`src/rtl/eep_pkg.sv`:
```
`timescale 1ns/1ps
package eep_pkg;
    parameter int ADDR_W = 7;
    parameter int DATA_W = 8;
    localparam int WORDS = 1 << ADDR_W;
    localparam int CMD_W = DATA_W + ADDR_W + 1;

    typedef enum logic [2:0] {
        ST_IDLE, ST_RD_WAIT, ST_RD_FIRST, ST_RD_SHIFT,
        ST_PG_WAIT, ST_PG_ARM, ST_PROG, ST_DONE
    } seq_state_e;

    typedef enum logic [1:0] {
        OP_NONE, OP_ERASE, OP_WRITE, OP_ERASE_ALL
    } op_kind_e;

    typedef struct packed {
        op_kind_e            kind;
        logic [ADDR_W-1:0]   addr;
        logic [DATA_W-1:0]   data;
    } mem_op_t;

    function automatic logic [ADDR_W-1:0] cmd_addr(input logic [CMD_W-1:0] s);
        return s[DATA_W +: ADDR_W];
    endfunction

    function automatic logic cmd_ctrl(input logic [CMD_W-1:0] s);
        return s[CMD_W-1];
    endfunction

    function automatic logic [DATA_W-1:0] cmd_data(input logic [CMD_W-1:0] s);
        return s[DATA_W-1:0];
    endfunction
endpackage

```
`src/rtl/eep_sync.sv`:
```
`timescale 1ns/1ps
module eep_sync #(
    parameter int          W       = 4,
    parameter int          STAGES  = 2,
    parameter logic [W-1:0] RST_VAL = '0
) (
    input  logic         clk,
    input  logic         rst,
    input  logic [W-1:0] d,
    output logic [W-1:0] q
);
    logic [STAGES-1:0][W-1:0] chain;

    always_ff @(posedge clk) begin
        if (rst) begin
            for (int s = 0; s < STAGES; s++) chain[s] <= RST_VAL;
        end else begin
            chain[0] <= d;
            for (int s = 1; s < STAGES; s++) chain[s] <= chain[s-1];
        end
    end

    assign q = chain[STAGES-1];
endmodule

```
`src/rtl/eep_shreg.sv`:
```
`timescale 1ns/1ps
module eep_shreg
    import eep_pkg::*;
(
    input  logic              clk,
    input  logic              rst,
    input  logic              shift_en,
    input  logic              bit_in,
    input  logic              load_en,
    input  logic [DATA_W-1:0] load_byte,
    input  logic              rot_en,
    output logic [CMD_W-1:0]  sr_q
);
    always_ff @(posedge clk) begin
        if (rst) begin
            sr_q <= '0;
        end else if (load_en) begin
            sr_q[DATA_W-1:0] <= load_byte;
        end else if (rot_en) begin
            sr_q[DATA_W-1:0] <= {sr_q[0], sr_q[DATA_W-1:1]};
        end else if (shift_en) begin
            sr_q <= {bit_in, sr_q[CMD_W-1:1]};
        end
    end
endmodule

```
`src/rtl/eep_array.sv`:
```
`timescale 1ns/1ps
module eep_array
    import eep_pkg::*;
(
    input  logic              clk,
    input  logic              rst,
    input  mem_op_t           op,
    input  logic [ADDR_W-1:0] rd_addr,
    output logic [DATA_W-1:0] rd_word
);
    logic [DATA_W-1:0] words [WORDS];

    generate
        for (genvar i = 0; i < WORDS; i++) begin : g_word
            logic [DATA_W-1:0] word_q;
            always_ff @(posedge clk) begin
                if (rst) begin
                    word_q <= '1;
                end else if (op.kind == OP_ERASE_ALL) begin
                    word_q <= '1;
                end else if (op.addr == ADDR_W'(i)) begin
                    if (op.kind == OP_ERASE)      word_q <= '1;
                    else if (op.kind == OP_WRITE) word_q <= word_q & op.data;
                end
            end
            assign words[i] = word_q;
        end
    endgenerate

    assign rd_word = words[rd_addr];

    // a word erase leaves the addressed word all ones
    p_erase_word_r5: assert property (@(posedge clk) disable iff (rst)
        $past(op.kind == OP_ERASE) |-> words[$past(op.addr)] == '1);

    // a write keeps only bits that are 1 in both old word and data
    p_write_and_r6: assert property (@(posedge clk) disable iff (rst)
        $past(op.kind == OP_WRITE) |->
            words[$past(op.addr)] == ($past(words[op.addr]) & $past(op.data)));

    // total erase reaches the first and the last word
    p_total_erase_r10: assert property (@(posedge clk) disable iff (rst)
        $past(op.kind == OP_ERASE_ALL) |-> (words[0] == '1 && words[WORDS-1] == '1));
endmodule

```
`src/rtl/serial_eeprom_emu.sv`:
```
`timescale 1ns/1ps
module serial_eeprom_emu
    import eep_pkg::*;
#(
    parameter int PROG_CYCLES = 1000,
    parameter int SYNC_STAGES = 2
) (
    input  logic clk,
    input  logic rst,
    input  logic sclk_in,
    input  logic ce_in,
    input  logic dq_in,
    input  logic test_in,
    output logic dq_out,
    output logic dq_oe,
    output logic busy
);
    localparam int CNT_W = $clog2(PROG_CYCLES + 1);

    logic [3:0]  pins_s;
    logic        ce_s, sclk_s, dq_s, tst_s;
    logic        ce_p, sclk_p;
    logic        ce_rise, ce_fall, sck_rise, sck_fall;
    seq_state_e  state;
    logic        is_erase, is_total, oe_q;
    logic [CNT_W-1:0] cnt;
    logic [CMD_W-1:0]  sr;
    logic [DATA_W-1:0] rd_word;
    logic        shift_en, load_en, rot_en, apply;
    mem_op_t     op;

    eep_sync #(.W(4), .STAGES(SYNC_STAGES), .RST_VAL(4'b0001)) u_sync (
        .clk(clk), .rst(rst),
        .d({test_in, dq_in, sclk_in, ce_in}),
        .q(pins_s)
    );
    assign {tst_s, dq_s, sclk_s, ce_s} = pins_s;

    always_ff @(posedge clk) begin
        if (rst) begin
            ce_p   <= 1'b1;
            sclk_p <= 1'b0;
        end else begin
            ce_p   <= ce_s;
            sclk_p <= sclk_s;
        end
    end

    assign ce_rise  = ce_s & ~ce_p;
    assign ce_fall  = ~ce_s & ce_p;
    assign sck_rise = sclk_s & ~sclk_p;
    assign sck_fall = ~sclk_s & sclk_p;

    assign shift_en = ce_s && state == ST_IDLE && sck_rise;
    assign load_en  = !ce_rise && state == ST_RD_WAIT && sck_rise;
    assign rot_en   = !ce_rise && state == ST_RD_SHIFT && sck_fall;
    assign apply    = state == ST_PROG && (ce_rise || cnt == '0);

    eep_shreg u_shreg (
        .clk(clk), .rst(rst),
        .shift_en(shift_en), .bit_in(dq_s),
        .load_en(load_en), .load_byte(rd_word),
        .rot_en(rot_en), .sr_q(sr)
    );

    always_comb begin
        op.addr = cmd_addr(sr);
        op.data = cmd_data(sr);
        if (!apply)        op.kind = OP_NONE;
        else if (is_total) op.kind = OP_ERASE_ALL;
        else if (is_erase) op.kind = OP_ERASE;
        else               op.kind = OP_WRITE;
    end

    eep_array u_array (
        .clk(clk), .rst(rst),
        .op(op), .rd_addr(cmd_addr(sr)), .rd_word(rd_word)
    );

    always_ff @(posedge clk) begin
        if (rst) begin
            state    <= ST_IDLE;
            is_erase <= 1'b0;
            is_total <= 1'b0;
            oe_q     <= 1'b0;
            cnt      <= '0;
        end else if (ce_rise) begin
            state <= ST_IDLE;
            oe_q  <= 1'b0;
        end else begin
            unique case (state)
                ST_IDLE: if (ce_fall) begin
                    state    <= cmd_ctrl(sr) ? ST_PG_WAIT : ST_RD_WAIT;
                    is_erase <= dq_s;
                    is_total <= tst_s && dq_s && cmd_addr(sr) == '0;
                end
                ST_RD_WAIT:  if (sck_rise) state <= ST_RD_FIRST;
                ST_RD_FIRST: if (sck_fall) begin
                    state <= ST_RD_SHIFT;
                    oe_q  <= 1'b1;
                end
                ST_RD_SHIFT: state <= ST_RD_SHIFT;
                ST_PG_WAIT:  if (sck_rise) state <= ST_PG_ARM;
                ST_PG_ARM:   if (sck_fall) begin
                    state <= ST_PROG;
                    cnt   <= CNT_W'(PROG_CYCLES - 1);
                end
                ST_PROG: begin
                    if (cnt == '0) state <= ST_DONE;
                    else           cnt   <= cnt - 1'b1;
                end
                ST_DONE: state <= ST_DONE;
                default: state <= ST_IDLE;
            endcase
        end
    end

    assign dq_oe  = oe_q;
    assign dq_out = oe_q & sr[0];
    assign busy   = state == ST_PROG;

    // Checker counter: length of the current busy run
    logic [CNT_W:0] busy_run;
    always_ff @(posedge clk) begin
        if (rst)       busy_run <= '0;
        else if (busy) busy_run <= busy_run + 1'b1;
        else           busy_run <= '0;
    end

    // output drive released while chip-enable stays high
    p_oe_idle_r4: assert property (@(posedge clk) disable iff (rst)
        (ce_s && ce_p) |-> !dq_oe);

    // busy never outlives a chip-enable rise
    p_busy_ce_low_r8: assert property (@(posedge clk) disable iff (rst)
        busy |-> !ce_p);

    // busy lasts no longer than the programming count
    p_busy_window_r7: assert property (@(posedge clk) disable iff (rst)
        busy |-> busy_run < (CNT_W+1)'(PROG_CYCLES));

    // drive enable only appears after a serial clock fall
    p_oe_after_fall_r3: assert property (@(posedge clk) disable iff (rst)
        $rose(dq_oe) |-> $past(sck_fall));
endmodule

```
`config.mk`:
```
export PLATFORM = sky130hd
export DESIGN_NAME = serial_eeprom_emu
export DESIGN_NICKNAME = d
export VERILOG_FILES = /design/src/rtl/eep_pkg.sv /design/src/rtl/eep_sync.sv /design/src/rtl/eep_shreg.sv /design/src/rtl/eep_array.sv /design/src/rtl/serial_eeprom_emu.sv
export SDC_FILE = /design/constraint.sdc
export NUM_CORES = 2
export LEC_CHECK = 0
export ABC_AREA = 0
export BUFFER_PORTS_ARGS = -buffer_cell sky130_fd_sc_hd__buf_4
export CORE_MARGIN = 4
export CORE_UTILIZATION = 40
export DETAILED_ROUTE_END_ITERATION = 7
export HOLD_SLACK_MARGIN = 0.06
export PLACE_DENSITY = 0.55
export SLEW_MARGIN = 5
export SYNTH_ARGS = -nofsm -noshare
export SYNTH_HDL_FRONTEND = slang
export SYNTH_HIERARCHICAL = 1
export SYNTH_SLANG_ARGS = --single-unit
```
`constraint.sdc`:
```
create_clock -name clk -period 3.3 [get_ports clk]
set_input_delay 0.66 -clock clk [delete_from_list [all_inputs] [get_ports clk]]
set_output_delay 0.66 -clock clk [all_outputs]
set_load 0.005 [all_outputs]
```
==> summary.md <==
| Metric | Value |
|---|---|
| Sw power | 5.87 mW |
| Worst reg2reg endpoint | u_shreg/sr_q[4]$_SDFFE_PP0P_ |
| Sequential Power Share | 48.9% |
| Die width | 333 um |
| CP startpoint kind | flip-flop |
| Cell Count, Final, Fillers Out | 5837 |
| Synth Area in Simple Gates | 12.1% |
| Final #Nets | 4375 |
| First-pass GRT wire length | 197000 um |
| Clock H-tree levels | 3 |
| Crit path largest cell delay | 0.59 ns |
| Pin slew with the least headroom to its limit | 1.08 ns |
| Ys Warns | 6 |
| Flop-to-flop setup slack | 0.06 ns |
| Clk slew on worst S/H paths | 0.07 ns |
| Fin util | 48.3% |
| Largest family of logic cells by synthesized area | multiplexers |
| Gate power share | 2.8% |
| Pre-CTS setup slack | -0.138 ns |
| Clock Latency Late Sink | 0.68 ns |
| Worst endpoint required time | 3.83 ns |
| Clock share of power | 48.3% |
| DR vias/cell | 5.74 |
| Wire per inst | 21.8 um |
| Min-Delay Path Class | in2reg |
| Worst-path fanout max | 30 |
| Clock Tree Buf Depth | 3 |
| CP top delay family | multiplexers |
| Final worst slack | 0.0554 ns |
| IO Count | 9 |
| Slew headroom | 28.0% |
| Slew Viols, Final | 0 |
| Final Cell Area | 0.0504 mm2 |
| Period utilization | 98.3% |
| Crit path kind | reg2reg |
| Root Buffer | clkbuf_16 |
| Peak supply drop | 0.429 mV |
| Layout cells sized above 1 | 22.1% |
| RR Startpoint | u_shreg/sr_q[8]$_SDFFE_PP0P_ |
| Die footprint | 0.111 mm2 |
| Final hold vios | 0 |
| Total placed cells including tap cells | 5621 |
| Met1 usage | 31.9% |
| Max Cap Viol | 0 |
| Largest area contributor in the netlist | dfxtp_1 |
| #FFs+latches synth | 1066 |
| Outcome | completed |
| CP cell instances | buf_12 -> buf_16 -> mux4_2 -> mux4_2 -> mux4_2 -> mux2_2 -> mux2i_1 -> a211oi_2 |
| First-iteration detailed-routing DRC count | 2933 |
| Static Leak | 16.5 nW |
| Fmax | 0.308 GHz |
| Internal | 20.8 mW |
| Placed standard-cell area | 0.0460 mm2 |
| Pwr Density | 529 mW/mm2 |
| Worst reg2reg path depth | 8 |
| CP arrival | 3.78 ns |
| CP dominant cell by count | mux4_2 |
| DRC | 0 |
| Met2 Use GR | 35.7% |
| Final TNS setup | 0 ns |
| Critical Path Sink Type | flip-flop |
| # clock sinks | 1066 |
| Commonest non-fill, non-tap cell in the layout | dfxtp_1 |
| Met3 GRT Util | 3.11% |
| GP Congestion | 0.813 |
| Diode count | 0 |
| Commonest non-fill, non-tap cells in the layout | dfxtp_1, nand2_1, o21ai_0, mux4_2, buf_4 |
| Total power | 26.7 mW |
| Hold EP | u_sync/chain[0]$_SDFF_PP1_ |
| Xor-xnor portion of the synthesized cell area | 0.0829% |
| Most Crowded Layer GR | met2 |
| Min-Delay Path Depth | 2 |
| Yosys top cell area share | 50.5% |
| Largest cells by area after synthesis | dfxtp_1, mux4_2, o21ai_0 |
| CP max stage cell | mux4_2 |
| Mux share of post-synthesis cell area | 18.5% |
| Sequential element share of the synthesized area | 50.5% |
| Synth Net Count | 4226 |
| PortBufs | 8 |
| Hold_sp | ce_in |
| Synthesized area | 0.0423 mm2 |
| Buf/Inv on CP | 2 |
| Complex-gate fraction of the synthesized area | 15.5% |
| TritonCTS clock tree | done |
| Distinct cells, synth | 55 |
| Setup violators final | 0 |
| Initial DRT Pass Iterations | 7 |
| Fillers | 9638 |
| Register Area | 0.0214 mm2 |
| Sw frac | 22.0% |
| Tmin final | 3.24 ns |
| Cell count after synthesis | 4217 |
| Worst-case clock skew | 0.0250 ns |
| Mean Syn Cell Area | 10.0 um2 |
| TritonCTS buffer count | 109 |
| Initial antenna violation count | 3 |
| Vias in the first global route | 32100 |
| Maximum number of pins on one net before global-route repair | 75 |
| Final WL | 127000 um |
| Multi-input gate area | 0.0200 mm2 |
| Hold buffers post-CTS | 0 |
| Core area | 0.104 mm2 |
| Via count | 33500 |
| All-layer global routing usage | 22.3% |
| Die height | 333 um |
| Post-DRT Antenna Nets | 0 |
| Hold WS | 0.183 ns |
| Synth Area in Adders | 0.0888% |
| Core Rows | 118 |
| Initial Util | 40.6% |
| Gr ovfl total | 0 |
| Syn-to-layout area delta | 19.2% |
| HPWL Detailed | 80900 um |
cell usage after synthesis, drive strengths merged:
library cell  instances
clkbuf              241
mux2i                15
o2111ai               1
mux2                  9
nand4b                1
o21ba                 3
nor3                 10
a311oi                4
dfxtp              1066
o21ai              1029
or2                   5
nand2              1036
o211ai                3
buf                  76
or4b                  1
and2                  2
inv                  10
or2b                  1
or3                   3
nand4bb               1
a31oi                 1
xnor2                 4
nor4bb                2
mux4                336
nand3               126
nor2                 29
or4                   3
nor4                  7
dlymetal6s2s          1
a41oi               124
nor3b                 6
nand4                 3
a221oi                1
nand2b                3
a211oi               10
a21oi                14
a2111oi               1
and3b                 4
nor2b                17
ha                    3
a21bo                 1
and3                  2
o22ai                 2
sequential cells by signal (all words and copies together), names as in the netlist:
name and flops:
u_array/g_word.word_q 1024, u_shreg/sr_q 16, cnt 10, u_sync/chain 4, u_sync/q 4, state 3
ce_p 1, dq_oe 1, is_erase 1, is_total 1, sclk_p 1
routing by layer:
| metal | part of all wire (%) | vias up |
|---|---|---|
| met5 | 0 | - |
| met4 | 1.9 | 0 |
| met3 | 6.0 | 165 |
| met2 | 46 | 1001 |
| met1 | 46 | 16800 |
| li1 | - | 15600 |
worst max path at each step:
| stage | depth (start not counted) | slack, ns | to | start |
|---|---|---|---|---|
| 2_1_floorplan | 13 | 0.008 | u_array/g_word[62].word_q[0]$_SDFFE_PP1P_ | cnt[3]$_SDFFE_PP0P_ |
| 3_3_place_gp | 12 | -0.10 | u_array/g_word[14].word_q[0]$_SDFFE_PP1P_ | cnt[3]$_SDFFE_PP0P_ |
| 3_5_place_dp | 12 | -0.14 | u_array/g_word[44].word_q[6]$_SDFFE_PP1P_ | cnt[3]$_SDFFE_PP0P_ |
| 4_1_cts | 12 | 0.03 | u_array/g_word[49].word_q[7]$_SDFFE_PP1P_ | cnt[3]$_SDFFE_PP0P_ |
| 5_1_grt | 14 | -0.03 | u_array/g_word[41].word_q[0]$_SDFFE_PP1P_ | cnt[3]$_SDFFE_PP0P_ |
| 6_report | 8 | 0.06 | u_shreg/sr_q[4]$_SDFFE_PP0P_ | u_shreg/sr_q[8]$_SDFFE_PP0P_ |
layout make-up:
cell class	count	area share [%]
clock buffers	168	6.58
inverters	10	0.0745
multi-input cells	2823	39.8
flip-flops and latches	1066	42.4
clock inverters	34	0.901
well taps	1380	3.43
repair buffers	356	6.80
power by group through the flow:
stage | logic [mW] | clock network (mW) | registers (mW)
after floorplan | 0.455 | 0 | 13.2
after CTS | 0.739 | 13.2 | 13.0
after global placement | 0.735 | 0 | 13.3
after detailed placement | 0.736 | 0 | 13.3
final | 0.747 | 12.9 | 13.0
after global routing | 0.798 | 13.7 | 13.0
cells by family after synthesis:
logic type                 Yosys count
and+or+nand+nor                   1262
xor gates and xnor gates             4
muxes                              360
AOI/OAI and AO/OA                 1194
adders and majority gates            3
DFF                               1066
buffers and inverters              328
timing repair:
item / CTS / global route
setup endpoints to repair: 330 / 1001
gates resized for setup: 30 / 104
setup buffers: 6 / 4
pin swaps: 1 / 3
cloned: 1 / 3
Power figures use the tool's default switching activity.
